==> config.mk <==
export PLATFORM = sky130hd
export DESIGN_NAME = ro_pair_selector
export DESIGN_NICKNAME = d
export VERILOG_FILES = /design/src/rtl/ro_sel_pkg.sv /design/src/rtl/ro_edge_counter.sv /design/src/rtl/ro_extreme_tracker.sv /design/src/rtl/ro_pair_selector.sv
export SDC_FILE = /design/constraint.sdc
export NUM_CORES = 1
export LEC_CHECK = 0
export ABC_CLOCK_PERIOD_IN_PS = 12600
export CAP_MARGIN = 20
export CORE_MARGIN = 10
export CORE_UTILIZATION = 35
export CTS_CLUSTER_DIAMETER = 40
export DETAILED_ROUTE_END_ITERATION = 6
export SYNTH_ARGS = -nofsm -noshare
export SYNTH_HDL_FRONTEND = slang
export SYNTH_SLANG_ARGS = --single-unit
==> constraint.sdc <==
create_clock -name clk -period 12.6 [get_ports clk]
set_input_delay 2.52 -clock clk [delete_from_list [all_inputs] [get_ports clk]]
set_output_delay 2.52 -clock clk [all_outputs]
set_load 0.02 [all_outputs]
==> src/rtl/ro_sel_pkg.sv <==
package ro_sel_pkg;

  typedef enum logic [2:0] {
    S_IDLE, S_SETTLE, S_COUNT, S_STORE, S_EVAL, S_DONE
  } sel_state_t;

  // d1 >= d2  <=>  maxA + minA >= maxB + minB
  function automatic logic pair_a_side(input logic [31:0] mxa, input logic [31:0] mna,
                                       input logic [31:0] mxb, input logic [31:0] mnb);
    return ({1'b0, mxa} + {1'b0, mna}) >= ({1'b0, mxb} + {1'b0, mnb});
  endfunction

  // difference of the chosen pair, never negative once the side is picked
  function automatic logic [31:0] pair_gap(input logic a_side,
                                           input logic [31:0] mxa, input logic [31:0] mna,
                                           input logic [31:0] mxb, input logic [31:0] mnb);
    return a_side ? (mxa - mnb) : (mxb - mna);
  endfunction

endpackage

==> src/rtl/ro_edge_counter.sv <==
module ro_edge_counter #(
  parameter int CNT_W = 16
) (
  input  logic             clk,
  input  logic             rst_n,
  input  logic             osc,
  input  logic             clr,
  input  logic             en,
  output logic [CNT_W-1:0] count
);
  logic sync1, sync2, prev;
  logic rise;

  assign rise = sync2 & ~prev;

  always_ff @(posedge clk or negedge rst_n) begin
    if (!rst_n) begin
      sync1 <= 1'b0;
      sync2 <= 1'b0;
      prev  <= 1'b0;
      count <= '0;
    end else begin
      sync1 <= osc;
      sync2 <= sync1;
      prev  <= sync2;
      if (clr)            count <= '0;
      else if (en && rise) count <= count + 1'b1;
    end
  end
endmodule

==> src/rtl/ro_extreme_tracker.sv <==
module ro_extreme_tracker #(
  parameter int VAL_W = 16,
  parameter int IDX_W = 3
) (
  input  logic             clk,
  input  logic             rst_n,
  input  logic             clr,
  input  logic             upd,
  input  logic [VAL_W-1:0] val,
  input  logic [IDX_W-1:0] idx,
  output logic [VAL_W-1:0] max_v,
  output logic [IDX_W-1:0] max_i,
  output logic [VAL_W-1:0] min_v,
  output logic [IDX_W-1:0] min_i
);
  logic have;

  always_ff @(posedge clk or negedge rst_n) begin
    if (!rst_n) begin
      have  <= 1'b0;
      max_v <= '0;
      max_i <= '0;
      min_v <= '0;
      min_i <= '0;
    end else if (clr) begin
      have <= 1'b0;
    end else if (upd) begin
      have <= 1'b1;
      // strict compares keep the earliest (lowest) index on ties
      if (!have || val > max_v) begin
        max_v <= val;
        max_i <= idx;
      end
      if (!have || val < min_v) begin
        min_v <= val;
        min_i <= idx;
      end
    end
  end
endmodule

==> src/rtl/ro_pair_selector.sv <==
module ro_pair_selector
  import ro_sel_pkg::*;
#(
  parameter int CFG_W      = 3,
  parameter int CNT_W      = 16,
  parameter int WIN_W      = 16,
  parameter int SETTLE_CYC = 6
) (
  input  logic             clk,
  input  logic             rst_n,
  input  logic             start,
  input  logic             fixed_mode,
  input  logic [CFG_W-1:0] fixed_cfg,
  input  logic [WIN_W-1:0] gate_len,
  input  logic             osc_a,
  input  logic             osc_b,
  output logic [CFG_W-1:0] cfg_a,
  output logic [CFG_W-1:0] cfg_b,
  output logic             busy,
  output logic             done,
  output logic [CFG_W-1:0] sel_a,
  output logic [CFG_W-1:0] sel_b,
  output logic [CNT_W-1:0] max_diff,
  output logic             resp
);
  localparam logic [CFG_W-1:0] LAST_CFG = CFG_W'((1 << CFG_W) - 1);
  localparam int               SET_W    = $clog2(SETTLE_CYC + 1);
  localparam logic [SET_W-1:0] SET_END  = SET_W'(SETTLE_CYC - 1);

  sel_state_t       state;
  logic             side_b;
  logic             mode_q;
  logic [CFG_W-1:0] fix_q;
  logic [CFG_W-1:0] idx;
  logic [SET_W-1:0] settle_cnt;
  logic [WIN_W-1:0] win_cnt;

  // named events for the checker
  logic start_ok, store_fire, eval_fire, count_active, win_last, meas_last;
  logic [CFG_W-1:0] first_cfg, next_idx;

  assign start_ok     = start && (state == S_IDLE || state == S_DONE);
  assign store_fire   = (state == S_STORE);
  assign eval_fire    = (state == S_EVAL);
  assign count_active = (state == S_COUNT);
  assign win_last     = ({1'b0, win_cnt} + 1'b1) >= {1'b0, gate_len};
  assign meas_last    = mode_q || (idx == LAST_CFG);
  assign first_cfg    = mode_q ? fix_q : '0;
  assign next_idx     = idx + 1'b1;

  logic [1:0]       osc_vec;
  logic [CNT_W-1:0] cnt  [2];
  logic [CNT_W-1:0] mx_v [2];
  logic [CNT_W-1:0] mn_v [2];
  logic [CFG_W-1:0] mx_i [2];
  logic [CFG_W-1:0] mn_i [2];

  assign osc_vec = {osc_b, osc_a};

  for (genvar g = 0; g < 2; g++) begin : g_osc
    ro_edge_counter #(.CNT_W(CNT_W)) u_cnt (
      .clk   (clk),
      .rst_n (rst_n),
      .osc   (osc_vec[g]),
      .clr   (state == S_SETTLE),
      .en    (count_active),
      .count (cnt[g])
    );
    ro_extreme_tracker #(.VAL_W(CNT_W), .IDX_W(CFG_W)) u_trk (
      .clk   (clk),
      .rst_n (rst_n),
      .clr   (start_ok),
      .upd   (store_fire && (side_b == 1'(g))),
      .val   (cnt[g]),
      .idx   (idx),
      .max_v (mx_v[g]),
      .max_i (mx_i[g]),
      .min_v (mn_v[g]),
      .min_i (mn_i[g])
    );
  end

  logic        a_side;
  logic [31:0] gap32;
  assign a_side = pair_a_side(32'(mx_v[0]), 32'(mn_v[0]), 32'(mx_v[1]), 32'(mn_v[1]));
  assign gap32  = pair_gap(a_side, 32'(mx_v[0]), 32'(mn_v[0]), 32'(mx_v[1]), 32'(mn_v[1]));

  assign busy = !(state == S_IDLE || state == S_DONE);
  assign done = (state == S_DONE);

  always_ff @(posedge clk or negedge rst_n) begin
    if (!rst_n) begin
      state      <= S_IDLE;
      side_b     <= 1'b0;
      mode_q     <= 1'b0;
      fix_q      <= '0;
      idx        <= '0;
      settle_cnt <= '0;
      win_cnt    <= '0;
      cfg_a      <= '0;
      cfg_b      <= '0;
      sel_a      <= '0;
      sel_b      <= '0;
      max_diff   <= '0;
      resp       <= 1'b0;
    end else begin
      case (state)
        S_IDLE, S_DONE: begin
          if (start_ok) begin
            mode_q     <= fixed_mode;
            fix_q      <= fixed_cfg;
            idx        <= fixed_mode ? fixed_cfg : '0;
            cfg_a      <= fixed_mode ? fixed_cfg : '0;
            cfg_b      <= fixed_mode ? fixed_cfg : '0;
            side_b     <= 1'b0;
            settle_cnt <= '0;
            state      <= S_SETTLE;
          end
        end
        S_SETTLE: begin
          if (settle_cnt == SET_END) begin
            win_cnt <= '0;
            state   <= S_COUNT;
          end else begin
            settle_cnt <= settle_cnt + 1'b1;
          end
        end
        S_COUNT: begin
          if (win_last) state <= S_STORE;
          else          win_cnt <= win_cnt + 1'b1;
        end
        S_STORE: begin
          settle_cnt <= '0;
          if (!meas_last) begin
            idx <= next_idx;
            if (side_b) cfg_b <= next_idx;
            else        cfg_a <= next_idx;
            state <= S_SETTLE;
          end else if (!side_b) begin
            side_b <= 1'b1;
            idx    <= first_cfg;
            cfg_b  <= first_cfg;
            state  <= S_SETTLE;
          end else begin
            state <= S_EVAL;
          end
        end
        S_EVAL: begin
          sel_a    <= a_side ? mx_i[0] : mn_i[0];
          sel_b    <= a_side ? mn_i[1] : mx_i[1];
          cfg_a    <= a_side ? mx_i[0] : mn_i[0];
          cfg_b    <= a_side ? mn_i[1] : mx_i[1];
          max_diff <= gap32[CNT_W-1:0];
          resp     <= a_side && (mx_v[0] > mn_v[1]);
          state    <= S_DONE;
        end
        default: state <= S_IDLE;
      endcase
    end
  end
endmodule

After elaboration in Yosys (flattened, before gate mapping)
Cells that the tools add are included.
{"block": "classes", "addsub": 10, "magnitude_cmp": 7, "eq_ne": 17, "muxes": 38, "bitwise": 6, "reduce_logical": 37}
{"cell": "16-bit two-way mux", "count": 7}
{"cell": "3-bit two-way mux", "count": 18}
{"cell": "16-bit by 1-bit adder with 16-bit output (second input constant)", "count": 3}
{"cell": "16-bit greater-than comparator", "count": 3}
{"cell": "16-bit by 16-bit adder with 17-bit output", "count": 2}
{"cell": "16-bit < comparator", "count": 2}
{"cell": "16-bit one-hot mux with 2 select lines", "count": 1}
{"cell": "16-bit subtractor", "count": 2}
{"cell": "3-bit one-hot mux with 3 select lines", "count": 3}
{"cell": "3-bit AND reduction", "count": 9}
{"cell": "16-bit by 1-bit adder with 17-bit output (second input constant)", "count": 1}
{"cell": "17-bit by 16-bit greater-or-equal comparator with 1-bit output", "count": 1}
{"cell": "17-bit greater-or-equal comparator", "count": 1}
{"cell": "3-bit one-hot mux with 5 select lines", "count": 1}
{"cell": "3-bit == test (second input constant)", "count": 4}
{"cell": "2-bit != test (second input constant)", "count": 6}
{"cell": "2-bit nonzero test", "count": 6}
{"cell": "4-bit AND reduction", "count": 2}
{"cell": "3-bit by 1-bit adder with 3-bit output (second input constant)", "count": 2}
{"cell": "3-bit by 2-bit == test with 1-bit output (second input constant)", "count": 2}
{"cell": "1-bit logical AND", "count": 6}
{"cell": "1-bit logical OR", "count": 6}
{"cell": "1-bit two-way mux", "count": 6}
{"cell": "3-bit one-hot mux with 2 select lines", "count": 1}
{"cell": "other kinds (12)", "count": 20}
{"block": "word_totals", "reg_bits": 175, "output_inout_bits": 31, "word_cells": 146}

Depth between registers and ports, before layout
{"block": "logic_depth", "word_depth": 5, "ltp_mapped": 21, "ltp_nobuf": 19}

By module
Synthesis repeated with hierarchy kept, for this count alone.
{"block": "hier_totals", "hier_cells": 1392, "hier_area_um2": 13180.1}
{"module": "ro_pair_selector", "n_inst": 1, "cells_per_inst": 822, "area_per_inst_um2": 6784.0, "seq_area_each_um2": 1476.4}
{"module": "ro_extreme_tracker", "n_inst": 2, "cells_per_inst": 199, "area_per_inst_um2": 2301.0, "seq_area_each_um2": 975.9}
{"module": "ro_edge_counter", "n_inst": 2, "cells_per_inst": 86, "area_per_inst_um2": 897.1, "seq_area_each_um2": 475.5}

Least setup slack after synthesis
OpenSTA, ideal clock, no wires.
{"block": "synth_timing", "kind": "input port to flip-flop", "from": "input gate_len[2]", "to": "register win_cnt[0]", "arrival_ns": 4.426, "path_slack_ns": 8.049, "cell_stages": 11, "n_path_buf": 1, "path_cell_list": "inv_1 -> ha_1 -> a21o_1 -> a21o_1 -> a21oi_1 -> o211ai_1 -> a221oi_1 -> o21a_1 -> buf_2 -> o21ai_2 -> mux2_2"}
{"block": "synth_between", "elab_chain_len": 3}
{"element": "from (decl)", "line_no": "ro_pair_selector.sv:14", "text": "input logic [WIN_W-1:0] gate_len,"}
{"element": "17-bit by 16-bit greater-or-equal comparator with 1-bit output", "line_no": "ro_pair_selector.sv:46", "text": "assign win_last = ({1'b0, win_cnt} + 1'b1) >= {1'b0, gate_len};"}
{"element": "2-bit != test (no line)"}
{"element": "3-bit AND reduction (no line)"}
{"element": "to (signal assigned)", "line_no": "ro_pair_selector.sv:130", "text": "else win_cnt <= win_cnt + 1'b1;"}
{"element": "to (decl)", "line_no": "ro_pair_selector.sv:36", "text": "logic [WIN_W-1:0] win_cnt;"}
No other way between the ends.
A chain may end at the register's enable or synchronous reset.

Final worst setup path
{"block": "layout_timing", "from": "register g_osc[0].u_trk.min_v[0]", "to": "register cfg_a[0]"}
{"block": "layout_between", "elab_chain_len": 4}
{"element": "from (decl)", "line_no": "ro_extreme_tracker.sv:13", "text": "output logic [VAL_W-1:0] min_v,"}
{"element": "from (signal assigned)", "line_no": "ro_extreme_tracker.sv:35", "text": "min_v <= val;"}
{"element": "16-bit by 16-bit adder with 17-bit output", "line_no": "ro_sel_pkg.sv:10", "text": "return ({1'b0, mxa} + {1'b0, mna}) >= ({1'b0, mxb} + {1'b0, mnb});"}
{"element": "17-bit greater-or-equal comparator", "line_no": "ro_sel_pkg.sv:10"}
{"element": "3-bit two-way mux", "line_no": "ro_pair_selector.sv:151", "text": "cfg_a <= a_side ? mx_i[0] : mn_i[0];"}
{"element": "3-bit one-hot mux with 3 select lines", "line_no": "ro_pair_selector.sv:107", "text": "case (state)"}
{"element": "to (signal assigned)", "line_no": "ro_pair_selector.sv:113", "text": "cfg_a <= fixed_mode ? fixed_cfg : '0;"}
{"element": "to (signal assigned)", "line_no": "ro_pair_selector.sv:137", "text": "else cfg_a <= next_idx;"}
{"element": "to (signal assigned)", "line_no": "ro_pair_selector.sv:151"}
{"element": "to (decl)", "line_no": "ro_pair_selector.sv:17", "text": "output logic [CFG_W-1:0] cfg_a,"}
No other way between the ends.

==> metrics <==
post-route setup TNS=0 ns; number of top-level pins=56; vias post-DR=9853; static leakage=0.00679 uW; total track usage=14.2%; Async SR Flop Fraction=100%; count of final max-slew check failures=0; critical path launch point type=flip-flop; die width=211 um; combined area of the multi-input logic cells=7810 um^2; half-perimeter wire length of the detailed placement result=23.6 mm; first-pass GRT wire length=51.1 mm; routability congestion estimate from global placement=0.878; Die Y-Extent=211 um; post-cts sizing count=0; number of setup buffers added after CTS=0; type of element capturing the critical path=flip-flop; crit-path max FO=21; worst min-delay path category=flip-flop to flip-flop; post-synth cell types=76; GRT Residual Overflow=0; status=finished clean; final design utilization=40.3%; maximum vdd drop=141 uV; share of the clock period used by the worst path=41.6%; Initial Utilization=35.6%; pin count of the biggest net entering global routing=102; number of antenna violations at the first check in global routing=0; Worst Tran Pin Value=1.12 ns; Die Outline Area=44300 um^2; row count=69; CTS tree=built; relative slew slack=25.6%; total standard cell area after synthesis=12700 um^2; growth of design area from synthesis to finish=13.0%; total of warnings raised by yosys=0; max-cap check violation count=0; total of buffers placed on input and output ports=55; clock edge transition at the registers on the reported setup and hold paths=0.08 ns; average size of a mapped cell=9.35 um^2; post-detailed-route DRC marker count=0; number of violations reported at the end of detailed-routing iteration 0=696; flops & latches, synth=175; number of hold-repair buffers added at the cts stage=0; RSZ-0062 raised after global routing=false; number of enable-type register cells in the synthesized netlist=0; power density relative to cell area=110 nW/um^2; fraction of layout cells with a size suffix above 1=9.22%; number of buffers inserted during clock tree synthesis=17; most frequently used flop master after synthesis=dfrtp_1; final worst path period need=5.25 ns; Required @ worst endpoint=12.94 ns; Antenna Cells=0; first-pass detailed-route iteration total=7; nets=1602; Max Buffers Root-to-Sink=2; gate count after technology mapping=1359; combined flip-flop and latch cell area=4380 um^2; setup violators final=0; H-Tree Level Count=4; critical path type=flip-flop to flip-flop; via-per-instance ratio=5.24; number of global-route vias before repair=9696; CORE AREA=35700 um^2; Worst Skew=0.0116 ns; clock insertion delay at the later pin of the skew report=0.45 ns; number of hold-slack violations in the final timing report=0; maximum clock rate=191 MHz; WL final=30.7 mm; synthesized net count=1553; wire length per cell=16.3 um; portion of the post-synthesis area used by sequential elements=34.5%; antenna viol nets, final=0; library cell used as clock root buffer=clkbuf_16; data arrival time of the critical path=5.58 ns; Num Clock Sinks=175; number of fill cells in the layout=3561
[critical path: stages, from the launching register on]
cell	delay, ns
dfrtp_1	0.44
ha_1	0.24
fa_1	0.41
a21oi_1	0.25
o211ai_1	0.16
a31oi_1	0.27
nor2b_1	0.08
o21ai_0	0.24
a21oi_1	0.15
a31oi_1	0.26
xnor2_1	0.11
ha_1	0.31
nand4_1	0.12
nor2_1	0.19
a31oi_1	0.12
a21oi_1	0.17
a41o_1	0.40
buf_4	0.40
mux2i_1	0.32
o221ai_1	0.15
mux2_2	0.31
[cell usage in the layout, fill, tap and decap left out, types with 7 or more instances in the layout]
cell type and instances:
clkbuf_16 17, nor2b_1 15, o31ai_1 10, o21a_1 22, xor2_1 41, a31oi_1 19
o211ai_1 14, nor2_1 93, a21oi_1 74, nand2b_1 17, nand3_1 30, a21o_1 33
a22o_1 8, o21ai_0 83, clkdlybuf4s50_1 54, nand2_1 119, or3_1 11, mux2_2 67
ha_1 165, nand4_1 23, a211oi_1 7, xnor2_1 40, nor3_1 27, inv_1 101
and3_1 17, mux2i_1 16, or2_2 7, dfrtp_1 175
[report_power, final]
part / switching [uW] / internal, uW
Clock: 264 / 270
Combinational: 202 / 160
Sequential: 63.7 / 622
Total: 530 / 1050
[registers in the layout, indices dropped and copies added, names as in the netlist, 2 cells and up]
| register | count |
|---|---|
| cfg_a | 3 |
| g_osc.u_trk.max_i | 6 |
| g_osc.u_trk.min_i | 6 |
| max_diff | 16 |
| sel_a | 3 |
| g_osc.u_cnt.count | 32 |
| g_osc.u_cnt.sync2 | 2 |
| win_cnt | 16 |
| g_osc.u_trk.min_v | 32 |
| g_osc.u_trk.have | 2 |
| settle_cnt | 3 |
| state | 3 |
| g_osc.u_cnt.sync1 | 2 |
| idx | 3 |
| sel_b | 3 |
| g_osc.u_cnt.prev | 2 |
| cfg_b | 3 |
| g_osc.u_trk.max_v | 32 |
| fix_q | 3 |
[final timing paths]
check,start,to,slack [ns],cells past startpoint
worst max register to register,g_osc[0].u_trk.min_v[0]$_DFFE_PN0P_,cfg_a[0]$_DFFE_PN0P_,7.35,20
worst min register to register,g_osc[0].u_cnt.sync1$_DFF_PN0_,g_osc[0].u_cnt.sync2$_DFF_PN0_,0.35,0
min in group asynchronous,rst_n,g_osc[1].u_cnt.count[11]$_DFFE_PN0P_,2.15,1
max in group asynchronous,rst_n,state[1]$_DFFE_PN0P_,8.93,2
worst max-delay path,g_osc[0].u_trk.min_v[0]$_DFFE_PN0P_,cfg_a[0]$_DFFE_PN0P_,7.35,20
worst min-delay path,g_osc[0].u_cnt.sync1$_DFF_PN0_,g_osc[0].u_cnt.sync2$_DFF_PN0_,0.35,0
[metrics by stage]
| stage | total power, uW | instance area (um^2) | hold WS, ns | instances | setup slack [ns] |
|---|---|---|---|---|---|
| floorplan | 928 | 12700 | 0.331 | 1359 | 8.05 |
| global placement | 1050 | 13700 | 0.334 | 1848 | 7.01 |
| detailed placement | 1060 | 13700 | 0.343 | 1848 | 6.92 |
| CTS | 1600 | 14300 | 0.354 | 1880 | 7.39 |
| global route | 1670 | 14400 | 0.366 | 1882 | 6.91 |
| finish | 1580 | 14400 | 0.351 | 1882 | 7.35 |
[synth_stat cells (8+ instances only)]
| cell | n | area, um^2 |
|---|---|---|
| or3_1 | 11 | 68.8 |
| nand2_1 | 119 | 447 |
| o21ai_0 | 84 | 420 |
| nor2_1 | 93 | 349 |
| ha_1 | 165 | 2060 |
| a21o_1 | 33 | 248 |
| nor3_1 | 27 | 135 |
| a31oi_1 | 19 | 119 |
| nor2b_1 | 16 | 100 |
| mux2i_1 | 16 | 160 |
| xor2_1 | 41 | 359 |
| mux2_2 | 67 | 754 |
| o31ai_1 | 10 | 75.1 |
| o21a_1 | 22 | 165 |
| o211ai_1 | 14 | 105 |
| nand3_1 | 30 | 150 |
| a21oi_1 | 74 | 370 |
| xnor2_1 | 40 | 350 |
| a22o_1 | 8 | 70.1 |
| inv_1 | 101 | 379 |
| nand4_1 | 23 | 144 |
| dfrtp_1 | 175 | 4380 |
| and3_1 | 17 | 106 |
| nand2b_1 | 17 | 106 |
| clkbuf_1 | 22 | 82.6 |
| buf_2 | 8 | 40.0 |
[cell type report]
| class | count | share of cell area (%) |
|---|---|---|
| clock buffers | 18 | 3.06 |
| flip-flops and latches | 175 | 30.5 |
| repair buffers | 62 | 4.33 |
| clock inverters | 14 | 0.994 |
| inverters | 102 | 2.67 |
| well taps | 461 | 4.02 |
| multi-input cells | 1050 | 54.4 |
[cells by family (layout without fill, tap and decap cells)]
group,Yosys count,in the layout,synth area share [%]
buf+inv,134,196,4.10
simple gates,389,389,15.0
mux,83,83,7.20
xor+xnor,81,81,5.59
flops,175,175,34.5
fa+ha+maj,169,169,16.9
compound gates,328,328,16.7
[layer usage]
metal	track usage, %	part of all wire (%)	up-vias	wire, um
met5	0	0	-	0
met4	4.50	1.4	0	415
met3	2.51	3.6	26	1120
met2	22.3	45	166	13900
met1	19.5	50	4657	15300
li1	-	-	5004	-
Note: power is estimated with default switching activity, not from simulation.
